File: config.mk
export PLATFORM = sky130hd
export DESIGN_NAME = perm_round_seq
export DESIGN_NICKNAME = d
export VERILOG_FILES = /design/src/rtl/perm_seq_pkg.sv /design/src/rtl/perm_seq_next.sv /design/src/rtl/perm_seq_rcnt.sv /design/src/rtl/perm_seq_oreg.sv /design/src/rtl/perm_round_seq.sv
export SDC_FILE = /design/constraint.sdc
export NUM_CORES = 1
export LEC_CHECK = 0
export BUFFER_PORTS_ARGS = -buffer_cell sky130_fd_sc_hd__buf_2
export CORE_MARGIN = 4
export CORE_UTILIZATION = 49
export DETAILED_ROUTE_END_ITERATION = 10
export PLACE_DENSITY = 0.76
export SLEW_MARGIN = 40
export SYNTH_ARGS = -nofsm -noshare
export SYNTH_HDL_FRONTEND = slang
export SYNTH_SLANG_ARGS = --single-unit
File: constraint.sdc
create_clock -name clk -period 1.85 [get_ports clk]
set_input_delay 0.37 -clock clk [delete_from_list [all_inputs] [get_ports clk]]
set_output_delay 0.37 -clock clk [all_outputs]
set_load 0.1 [all_outputs]
File: src/rtl/perm_seq_pkg.sv
package perm_seq_pkg;

  localparam int MBW = 4;
  localparam logic [MBW-1:0] MB_TRUE  = 4'b0110;
  localparam logic [MBW-1:0] MB_FALSE = 4'b1001;

  // 4-bit codes leave eight spare encodings that fall into the error state
  typedef enum logic [3:0] {
    ST_IDLE = 4'b0001,
    ST_RUN  = 4'b0010,
    ST_PH1  = 4'b0100,
    ST_P2A  = 4'b0111,
    ST_P2B  = 4'b1011,
    ST_P2C  = 4'b1101,
    ST_ERR  = 4'b1110,
    ST_LOCK = 4'b1000
  } seq_st_e;

  function automatic logic mb_true_strict(input logic [MBW-1:0] v);
    return v == MB_TRUE;
  endfunction

  function automatic logic mb_true_loose(input logic [MBW-1:0] v);
    return v != MB_FALSE;
  endfunction

  function automatic logic mb_false_loose(input logic [MBW-1:0] v);
    return v != MB_TRUE;
  endfunction

endpackage

File: src/rtl/perm_seq_next.sv
module perm_seq_next
  import perm_seq_pkg::*;
#(
  parameter bit MASKED = 1'b1
) (
  input  seq_st_e        st,
  input  logic           in_valid,
  input  logic           start,
  input  logic [MBW-1:0] clear_req,
  input  logic [MBW-1:0] esc,
  input  logic           rnd_early,
  input  logic           rnd_valid,
  input  logic           last_rnd,
  output seq_st_e        st_nx,
  output logic           do_absorb,
  output logic           do_wipe,
  output logic           do_step,
  output logic           do_done,
  output logic           cnt_clr,
  output logic           cnt_inc
);

  logic wipe_req;

  always_comb begin
    st_nx     = st;
    do_absorb = 1'b0;
    wipe_req  = 1'b0;
    do_step   = 1'b0;
    do_done   = 1'b0;
    cnt_clr   = 1'b0;
    cnt_inc   = 1'b0;

    case (st)
      ST_IDLE: begin
        if (in_valid) begin
          do_absorb = 1'b1;
        end else if (mb_true_strict(clear_req)) begin
          wipe_req = 1'b1;
        end else if (start) begin
          cnt_clr = 1'b1;
          st_nx   = MASKED ? ST_PH1 : ST_RUN;
        end
      end

      ST_RUN: begin
        if (MASKED) begin
          st_nx = ST_ERR;
        end else begin
          do_step = 1'b1;
          if (last_rnd) begin
            do_done = 1'b1;
            st_nx   = ST_IDLE;
          end else begin
            cnt_inc = 1'b1;
          end
        end
      end

      ST_PH1: begin
        if (!MASKED) begin
          st_nx = ST_ERR;
        end else if (rnd_early || rnd_valid) begin
          do_step = 1'b1;
          st_nx   = ST_P2A;
        end
      end

      ST_P2A: begin
        if (!MASKED) begin
          st_nx = ST_ERR;
        end else begin
          do_step = 1'b1;
          st_nx   = ST_P2B;
        end
      end

      ST_P2B: begin
        if (!MASKED) begin
          st_nx = ST_ERR;
        end else begin
          do_step = 1'b1;
          st_nx   = ST_P2C;
        end
      end

      ST_P2C: begin
        if (!MASKED) begin
          st_nx = ST_ERR;
        end else begin
          do_step = 1'b1;
          if (last_rnd) begin
            do_done = 1'b1;
            st_nx   = ST_IDLE;
          end else begin
            cnt_inc = 1'b1;
            st_nx   = ST_PH1;
          end
        end
      end

      ST_ERR:  st_nx = ST_LOCK;
      ST_LOCK: st_nx = ST_LOCK;
      default: st_nx = ST_ERR;
    endcase

    if (mb_true_loose(esc)) begin
      st_nx     = ST_LOCK;
      do_absorb = 1'b0;
      wipe_req  = 1'b0;
      do_step   = 1'b0;
      do_done   = 1'b0;
      cnt_clr   = 1'b0;
      cnt_inc   = 1'b0;
    end
  end

  // storage wipe only while idle and the clear code is not a false code
  assign do_wipe = wipe_req && (st == ST_IDLE) && !mb_false_loose(clear_req);

endmodule

File: src/rtl/perm_seq_rcnt.sv
module perm_seq_rcnt #(
  parameter int MAX_ROUND = 24,
  localparam int CW = (MAX_ROUND > 1) ? $clog2(MAX_ROUND) : 1
) (
  input  logic          clk,
  input  logic          rst,
  input  logic          clr,
  input  logic          inc,
  output logic [CW-1:0] cnt,
  output logic          last
);

  localparam logic [CW-1:0] LAST_VAL = CW'(MAX_ROUND - 1);

  always_ff @(posedge clk) begin
    if (rst) begin
      cnt <= '0;
    end else if (clr) begin
      cnt <= '0;
    end else if (inc) begin
      cnt <= cnt + 1'b1;
    end
  end

  assign last = (cnt == LAST_VAL);

endmodule

File: src/rtl/perm_seq_oreg.sv
module perm_seq_oreg
  import perm_seq_pkg::*;
(
  input  logic    clk,
  input  logic    rst,
  input  seq_st_e st_nx,
  input  logic    do_absorb,
  input  logic    do_wipe,
  input  logic    do_step,
  input  logic    do_done,
  output logic    absorb,
  output logic    wipe,
  output logic    step,
  output logic    done,
  output logic    ready,
  output logic    err,
  output logic    locked
);

  always_ff @(posedge clk) begin
    if (rst) begin
      absorb <= 1'b0;
      wipe   <= 1'b0;
      step   <= 1'b0;
      done   <= 1'b0;
      ready  <= 1'b1;
      err    <= 1'b0;
      locked <= 1'b0;
    end else begin
      absorb <= do_absorb;
      wipe   <= do_wipe;
      step   <= do_step;
      done   <= do_done;
      ready  <= (st_nx == ST_IDLE);
      err    <= (st_nx == ST_ERR) || (st_nx == ST_LOCK);
      locked <= (st_nx == ST_LOCK);
    end
  end

endmodule

File: src/rtl/perm_round_seq.sv
module perm_round_seq
  import perm_seq_pkg::*;
#(
  parameter int MAX_ROUND = 24,
  parameter bit MASKED    = 1'b1,
  localparam int CW = (MAX_ROUND > 1) ? $clog2(MAX_ROUND) : 1
) (
  input  logic          clk,
  input  logic          rst,
  input  logic          in_valid,
  input  logic          start,
  input  logic [3:0]    clear_req,
  input  logic [3:0]    esc,
  input  logic          rnd_early,
  input  logic          rnd_valid,
  output logic          absorb,
  output logic          wipe,
  output logic          step,
  output logic          ready,
  output logic          done,
  output logic          err,
  output logic          locked,
  output logic [CW-1:0] round_idx
);

  seq_st_e st_q;
  seq_st_e st_nx;
  logic    do_absorb;
  logic    do_wipe;
  logic    do_step;
  logic    do_done;
  logic    cnt_clr;
  logic    cnt_inc;
  logic    last_rnd;

  always_ff @(posedge clk) begin
    if (rst) begin
      st_q <= ST_IDLE;
    end else begin
      st_q <= st_nx;
    end
  end

  perm_seq_next #(
    .MASKED (MASKED)
  ) u_next (
    .st        (st_q),
    .in_valid  (in_valid),
    .start     (start),
    .clear_req (clear_req),
    .esc       (esc),
    .rnd_early (rnd_early),
    .rnd_valid (rnd_valid),
    .last_rnd  (last_rnd),
    .st_nx     (st_nx),
    .do_absorb (do_absorb),
    .do_wipe   (do_wipe),
    .do_step   (do_step),
    .do_done   (do_done),
    .cnt_clr   (cnt_clr),
    .cnt_inc   (cnt_inc)
  );

  perm_seq_rcnt #(
    .MAX_ROUND (MAX_ROUND)
  ) u_rcnt (
    .clk  (clk),
    .rst  (rst),
    .clr  (cnt_clr),
    .inc  (cnt_inc),
    .cnt  (round_idx),
    .last (last_rnd)
  );

  perm_seq_oreg u_oreg (
    .clk       (clk),
    .rst       (rst),
    .st_nx     (st_nx),
    .do_absorb (do_absorb),
    .do_wipe   (do_wipe),
    .do_step   (do_step),
    .do_done   (do_done),
    .absorb    (absorb),
    .wipe      (wipe),
    .step      (step),
    .done      (done),
    .ready     (ready),
    .err       (err),
    .locked    (locked)
  );

endmodule

==> flow_summary.toml, run 1 <==
[clocking]
cts_tree = "built"
post-cts-setup-buffers = 0
postCtsHoldBufs = 0
insertion_delay_ps = 280
clk_pin_slew_ps = 90
numCtsBuffers = 3
cts_sinks = 16
htreeDepth = 1
cts_resized = 0
clock_path_buffers = 2
clockRootBuffer = "clkbuf_4"

[setup_path]
cp_max_fo = 14
critPathKind = "reg2reg"
cp-end-kind = "flop"
crit_required_ps = 2000
start_kind = "flop"
cp.arrival_ps = 1860

[floorplan]
dieArea_sq_um = 2510
rows = 14
io_pins = 26
core_sq_um = 1590
die_y_microns = 50.1
start_util_pct = 54.5
fp.dieW_microns = 50.1

[sta]
worst_pin_slew_ps = 561
period_share_pct = 92.4
finalSetupViolations = 0
rsz0062_at_grt = "false"
max_freq_mhz = 585
worst_hold_slack_ps = 293
period_minus_slack_ps = 1710
finClkSkew_ps = 0.619
final-hold-violation-count = 0
setup_tns_ps = 0
relSlewSlack_pct = 62.3
finalMaxSlewViolations = 0

[finish]
layout.nets = 136
multi_input_area_sq_um = 508
final_layout_size_suffix_gt1_share_pct = 38.3
utilization_pct = 66.9
final_area_sq_um = 1070
syn_to_final_growth_pct = 22.8
fillers = 134
diodes = 0
seq_area_sq_um = 332
final_common_cell = "buf_2"
layout_common_cells = "25 x buf_2, 11 x dfxtp_1, 10 x nor2_1, 5 x xor2_1, 5 x buf_4"

[place]
dpl-instance-area_sq_um = 1040
dpl.hpwl_microns = 1380
numPortBuffers = 25
gp_congestion = 0.778

[route]
ant_nets = 0
drtIter0Drc = 8
avgRoutedWirePerCell_microns = 12.8
routed_via_density = 5.44
wl_microns = 1850
remaining_drc_errors = 0
first_pass_iters = 4
via_count = 783

[yosys]
synth_area_leaders = "dfxtp_1 37%, xor2_1 5.0%, nor2_1 4.3%, mux2i_1 3.5%, nand4b_1 3.0%"
async_reset_ff_share_pct = 0
avgSynthCellArea_sq_um = 9.54
post_synth_num_cell_types = 42
synthFlopType = "dfxtp_1"
synth_top_area_share_pct = 36.9
synth_warnings = 0
synth-edff-count = 0
synthCells = 91
ys_seq_area_share_pct = 36.9
ys_seq_elements = 16
yosysTopAreaCell = "dfxtp_1"
synth_area_sq_um = 868
synth_nets = 106

[worst_hold_path]
min_path_type = "in2reg"

[outcome]
status = "finished, final reports clean"

[run]
maxCapViolCount = 0

[power_and_ir_drop]
irDropWorstVdd_v = 0.000307
total_power_mw = 0.655
leakagePower_nw = 0.488
powerDensity_nw_per_um2 = 614

[global_routing]
overflow = 0
use_met1_pct = 20.0
grt_pass1_wl_microns = 3180
met2_usage_pct = 26.5
grt_use_met3_pct = 3.92
antenna_found_initial = 0
grt_busiest_layer = "met2"
track_usage_pct = 16.1
grt_pass1_vias = 770
grt_max_degree = 15
==> registers in the layout (all words and copies together) (netlist names) <==
signal	count
u_rcnt.cnt	5
st_q	4
u_oreg.absorb	1
u_oreg.done	1
u_oreg.err	1
u_oreg.locked	1
u_oreg.ready	1
u_oreg.step	1
u_oreg.wipe	1
==> final cells by class <==
type                    count  share of cell area [%]
multi-input cells          68                    47.7
flip-flops and latches     16                    31.1
repair buffers             30                    15.3
well taps                  24                    2.82
clock buffers               3                    2.11
inverters                   2                   0.704
clock inverters             1                   0.352
==> cell families after synthesis <==
| logic type | after synthesis | share of synthesized area [%] |
|---|---|---|
| AND/OR/NAND/NOR | 42 | 31.3 |
| buffers and inverters | 7 | 4.61 |
| multiplexers | 3 | 3.46 |
| adder cells (fa/ha/maj) | 1 | 1.44 |
| XOR/XNOR | 8 | 8.93 |
| flip-flops | 16 | 36.9 |
| AO/OA/AOI/OAI | 14 | 13.4 |
==> power breakdown <==
part           internal (mW)  total (mW)  switching, mW
registers              0.348       0.358        0.00967
clock network         0.0783       0.189          0.110
logic                 0.0425       0.108         0.0657
==> metal layers <==
layer | vias to the layer above | part of all wire (%)
li1 | 393 | -
met1 | 356 | 46
met2 | 32 | 45
met3 | 2 | 7.9
met4 | 0 | 0.70
met5 | - | 0
==> Yosys cell counts, types with 3 or more instances <==
| master | number |
|---|---|
| dfxtp_1 | 16 |
| nor2_1 | 10 |
| xor2_1 | 5 |
| nand2_1 | 4 |
| mux2i_1 | 3 |
| nand3_1 | 3 |
| nand4_1 | 3 |
| nand4b_1 | 3 |
==> worst paths after layout <==
check	cells past startpoint	end	slack, ps	startpoint
max	4	u_oreg.locked	140	st_q[1]
min	2	st_q[0]	290	rst
max reg2reg	4	u_oreg.locked	140	st_q[1]
min reg2reg	2	u_rcnt.cnt[4]	520	u_rcnt.cnt[4]
==> metrics by stage <==
stage / instances / worst slack [ps]
3_5_place_dp: 140 / 178
4_1_cts: 144 / 153
6_report: 144 / 141
2_1_floorplan: 91 / 164
5_1_grt: 144 / 18.5
3_3_place_gp: 140 / 221
==> worst max-delay path, cell delays in order (launching register included) <==
cell and delay [ps]:
dfxtp_1 620, xor2_1 170, or2_2 300, a31oi_1 350
a221oi_2 130
Note: power is estimated with default switching activity, not from simulation.
==> inputs of run 2 (changes only) <==
Settings changed: BUFFER_PORTS_ARGS -buffer_cell sky130_fd_sc_hd__buf_2 to not set, CORE_UTILIZATION 49 to 59, DONT_BUFFER_PORTS set to 1, PLACE_DENSITY 0.76 to 0.75.
==> flow_summary.toml, run 2 (synthesis results as in run 1) <==
[sta]
worst_hold_slack_ps = 159
finalSetupViolations = 0
final-hold-violation-count = 0
period_minus_slack_ps = 1770
finClkSkew_ps = 6.73
setup_tns_ps = 0
rsz0062_at_grt = "false"
period_share_pct = 95.6
finalMaxSlewViolations = 0
max_freq_mhz = 565
setup_slack_ps = 81.6
relSlewSlack_pct = 64.5
worst_pin_slew_ps = 525

[route]
ant_nets = 0
dr_wl_met3_microns = 131
routed_via_density = 6.17
avgRoutedWirePerCell_microns = 15.7
first_pass_iters = 4
wl_met2_microns = 876
m1WireLength_microns = 832
drtIter0Drc = 6
remaining_drc_errors = 0
via_count = 740
highest_layer = "met4"
wl_microns = 1890

[finish]
diodes = 0
layout.nets = 121
final_area_sq_um = 1010
regMostFlops = "u_rcnt.cnt"
final_layout_size_suffix_gt1_share_pct = 30.5
stdcell_count = 120
final_common_cell = "buf_4"
largest_reg_flops = 5
syn_to_final_growth_pct = 15.8
largestRegisters = "u_rcnt.cnt x5, st_q x4"
layout_common_cells = "15 x buf_4, 10 x nor2_1, 10 x dfxtp_1, 5 x xor2_1"

[floorplan]
io_pins = 26
die_y_microns = 46.4
core_sq_um = 1350
start_util_pct = 64.3
rows = 13
dieArea_sq_um = 2150
fp.dieW_microns = 46.4

[setup_path]
rrSetupSlack_ps = 80
cp.arrival_ps = 1980
critPathKind = "reg2reg"
start_kind = "flop"
cp_max_fo = 14
cp-end-kind = "flop"
crit_required_ps = 2060

[power_and_ir_drop]
irDropWorstVdd_v = 0.000392
leakagePower_nw = 0.428
powerDensity_nw_per_um2 = 649

[clocking]
postCtsHoldBufs = 0
cts_tree = "built"
cts_sinks = 16
cts_resized = 0
insertion_delay_ps = 300
htreeDepth = 1
clockRootBuffer = "clkbuf_4"
post-cts-setup-buffers = 0
clk_pin_slew_ps = 90
clock_path_buffers = 2
numCtsBuffers = 3

[global_routing]
antenna_found_initial = 0
grt_pass1_wl_microns = 3040
overflow = 0
track_usage_pct = 20.9
grt_pass1_vias = 696
grt_max_degree = 15

[place]
numPortBuffers = 0
placedCellCount = 116
pre_cts_ws_ps = 89.7
dpl.hpwl_microns = 1450
dpl-instance-area_sq_um = 978
gp_congestion = 0.876

[outcome]
status = "finished, final reports clean"

[worst_hold_path]
min_path_type = "in2reg"

[run]
maxCapViolCount = 0
## run 2: cell count changes in the layout (fill, tap and decap cells not counted)
| cell | delta |
|---|---|
| dfxtp_1 | -1 |
| dfxtp_2 | +1 |
| buf_4 | +10 |
| buf_2 | -25 |
| clkinv_1 | -1 |
| clkbuf_1 | +1 |
## run 2: final timing paths
path | from | to | cells past startpoint
hold / removal | rst | st_q[0] | 1
setup reg to reg | st_q[1] | u_oreg.locked | 4
setup / recovery | st_q[1] | u_oreg.locked | 4
hold reg to reg | st_q[2] | u_oreg.step | 2
## run 2: layout make-up
cell class                      count  area [sq um]
Inverter                            2          7.51
Timing Repair Buffer               15           113
Clock buffer                        4          26.3
Fill cell                         103           344
Multi-Input combinational cell     68           508
Tap cell                           15          18.8
Sequential cell                    16           333
## run 2: report_power, final
part           switching (mW)  internal, mW  leakage [nW]
Combinational          0.0629        0.0346         0.278
Clock                   0.113        0.0841        0.0150
Sequential            0.00949         0.348         0.134
## run 2: layer usage
metal | vias to the layer above | track usage (%)
met2 | 27 | 33.5
met3 | 5 | 3.91
met4 | 0 | 13.6
li1 | 364 | -
met5 | - | 0
met1 | 344 | 25.2
## run 2: through the flow
| step | util (%) | total power, mW |
|---|---|---|
| floorplan | - | 0.444 |
| global placement | 72.5 | 0.459 |
| detailed placement | 72.5 | 0.461 |
| CTS | 74.4 | 0.658 |
| global route | 74.5 | 0.681 |
| finish | 74.5 | 0.653 |
## run 2: worst max-delay path, cell delays in order, from the launching register on
cell	delay, ps
dfxtp_1	460
nor4b_2	500
o21ai_2	180
a32o_1	320
a221oi_2	230
==> inputs of run 3 (changes only) <==
Settings changed: ABC_AREA set to 1.
==> flow_summary.toml, run 3 <==
[outcome]
status = "finished, final reports clean"

[setup_path]
start_kind = "flop"
cp-end-kind = "flop"
cp_max_fo = 5
rrSetupSlack_ps = 480
reg2reg_to = "u_oreg.locked"
crit_required_ps = 2070
reg2reg_from = "u_rcnt.cnt[0]"
cp.arrival_ps = 1590
critPathKind = "reg2reg"
reg2regPathDepth = 9

[yosys]
async_reset_ff_share_pct = 0
synth_nets = 141
synthMuxAreaShare_pct = 0
synthCells = 126
ys_seq_area_share_pct = 39.4
synth_top_area_share_pct = 39.4
avgSynthCellArea_sq_um = 6.45
post_synth_num_cell_types = 22
synthXorXnorAreaFrac_pct = 1.08
synth_compound_area_share_pct = 6.62
synth-edff-count = 0
synth_most_common_cell = "nand2_1"
synth-simple-area-share_pct = 44.0
synth_warnings = 0
ys_seq_elements = 16
synth_area_sq_um = 813
synth_top_family_by_area = "simple AND/OR/NAND/NOR gates"
synth_common_cells = "44 x nand2_1, 22 x nor2_1, 16 x dfxtp_1, 16 x inv_1"
synthFlopType = "dfxtp_1"
synthAdderAreaFrac_pct = 1.54
yosysTopAreaCell = "dfxtp_1"
synth_area_leaders = "dfxtp_1 39%, nand2_1 20%, nor2_1 10%, inv_1 7.4%, a21oi_1 2.5%"

[finish]
largest_reg_flops = 5
regMostFlops = "u_rcnt.cnt"
fillers = 115
largestRegisters = "u_rcnt.cnt x5, st_q x4"
diodes = 0
utilization_pct = 73.0
multi_input_area_sq_um = 433
final_area_sq_um = 950
layout_common_cells = "44 x nand2_1, 22 x nor2_1, 16 x inv_1, 12 x buf_4, 12 x dfxtp_1"
seq_area_sq_um = 325
layout.nets = 158
final_layout_size_suffix_gt1_share_pct = 18.4
stdcell_count = 156
final_common_cell = "nand2_1"
syn_to_final_growth_pct = 16.8

[clocking]
cts_sinks = 16
cts_tree = "built"
htreeDepth = 1
post-cts-setup-buffers = 0
clk_pin_slew_ps = 90
clock_path_buffers = 2
postCtsHoldBufs = 0
numCtsBuffers = 3
clockRootBuffer = "clkbuf_4"
cts_resized = 0
insertion_delay_ps = 270

[floorplan]
start_util_pct = 62.5
rows = 13
dieArea_sq_um = 2040
die_y_microns = 45.1
core_sq_um = 1300
io_pins = 26
fp.dieW_microns = 45.1

[sta]
max_freq_mhz = 731
relSlewSlack_pct = 79.8
setup_slack_ps = 481
setup_tns_ps = 0
period_minus_slack_ps = 1370
period_share_pct = 74.0
rsz0062_at_grt = "false"
finClkSkew_ps = 1.28
finalMaxSlewViolations = 0
worst_pin_slew_ps = 303
final-hold-violation-count = 0
finalSetupViolations = 0
worst_hold_slack_ps = 152

[global_routing]
antenna_found_initial = 0
track_usage_pct = 16.6
grt_pass1_vias = 687
overflow = 0
grt_max_degree = 9
grt_pass1_wl_microns = 2570

[worst_hold_path]
min_path_type = "in2reg"
worstHoldStart = "rst"
min_to = "st_q[1]"
holdPathStages = 1

[run]
maxCapViolCount = 0

[route]
remaining_drc_errors = 0
via_count = 764
ant_nets = 0
avgRoutedWirePerCell_microns = 9.85
first_pass_iters = 4
drtIter0Drc = 13
wl_microns = 1540
routed_via_density = 4.90

[place]
placedCellCount = 153
dpl.hpwl_microns = 1260
dpl-instance-area_sq_um = 927
pre_cts_ws_ps = 455
gp_congestion = 0.872
numPortBuffers = 0

[power_and_ir_drop]
irDropWorstVdd_v = 0.000417
leakagePower_nw = 0.471
pwr-share-clk_pct = 28.6
p_int_mw = 0.446
powerDensity_nw_per_um2 = 641
p_sw_share_pct = 26.8
power_frac_seq_pct = 58.6
total_power_mw = 0.609
net-switching-power_mw = 0.163
p_comb_share_pct = 12.8
[run 3: critical path, stage by stage, from the launching register on]
cell,delay (ps)
dfxtp_2,330
ha_1,240
nand4_1,160
nand2_1,150
nand2_1,70
nor2_1,80
nand2_1,50
nand2_1,90
nand2_1,60
nor2_1,80
[run 3: worst max path at each step]
stage | depth (start not counted) | from | slack [ps] | to
finish | 9 | u_rcnt.cnt[0] | 480 | u_oreg.locked
global route | 9 | u_rcnt.cnt[1] | 330 | u_oreg.locked
CTS | 9 | u_rcnt.cnt[0] | 470 | u_oreg.locked
detailed placement | 6 | esc[1] | 460 | u_rcnt.cnt[0]
global placement | 6 | esc[1] | 490 | u_rcnt.cnt[0]
floorplan | 8 | u_rcnt.cnt[4] | 30 | u_oreg.locked
[run 3: per-layer routing]
layer  track usage [%]  routed length (microns)  part of all wire [%]  vias up
li1                  -                        -                     -      422
met1              22.0                      742                    48      321
met2              26.6                      685                    45       19
met3              2.79                       95                   6.2        2
met4              7.02                       12                  0.78        0
met5                 0                        0                     0        -
[run 3: final cells by class]
class	count	share of cell area, %
sequential	16	34.3
clock buffer	3	2.37
inverter	16	6.32
multi-input combinational	94	45.6
timing repair buffer	12	9.49
tap	15	1.98
[run 3: cells by family after synthesis]
logic type / Yosys count
compound gates: 9
xor+xnor: 1
fa+ha+maj: 1
buf+inv: 16
flops: 16
simple gates: 83
[run 3: power groups by stage]
stage	Clock, mW	Combinational (mW)	Sequential, mW
6_report	0.174	0.0780	0.357
3_5_place_dp	0	0.0783	0.365
4_1_cts	0.181	0.0785	0.357
2_1_floorplan	0	0.0330	0.396
5_1_grt	0.197	0.0851	0.358
3_3_place_gp	0	0.0774	0.365
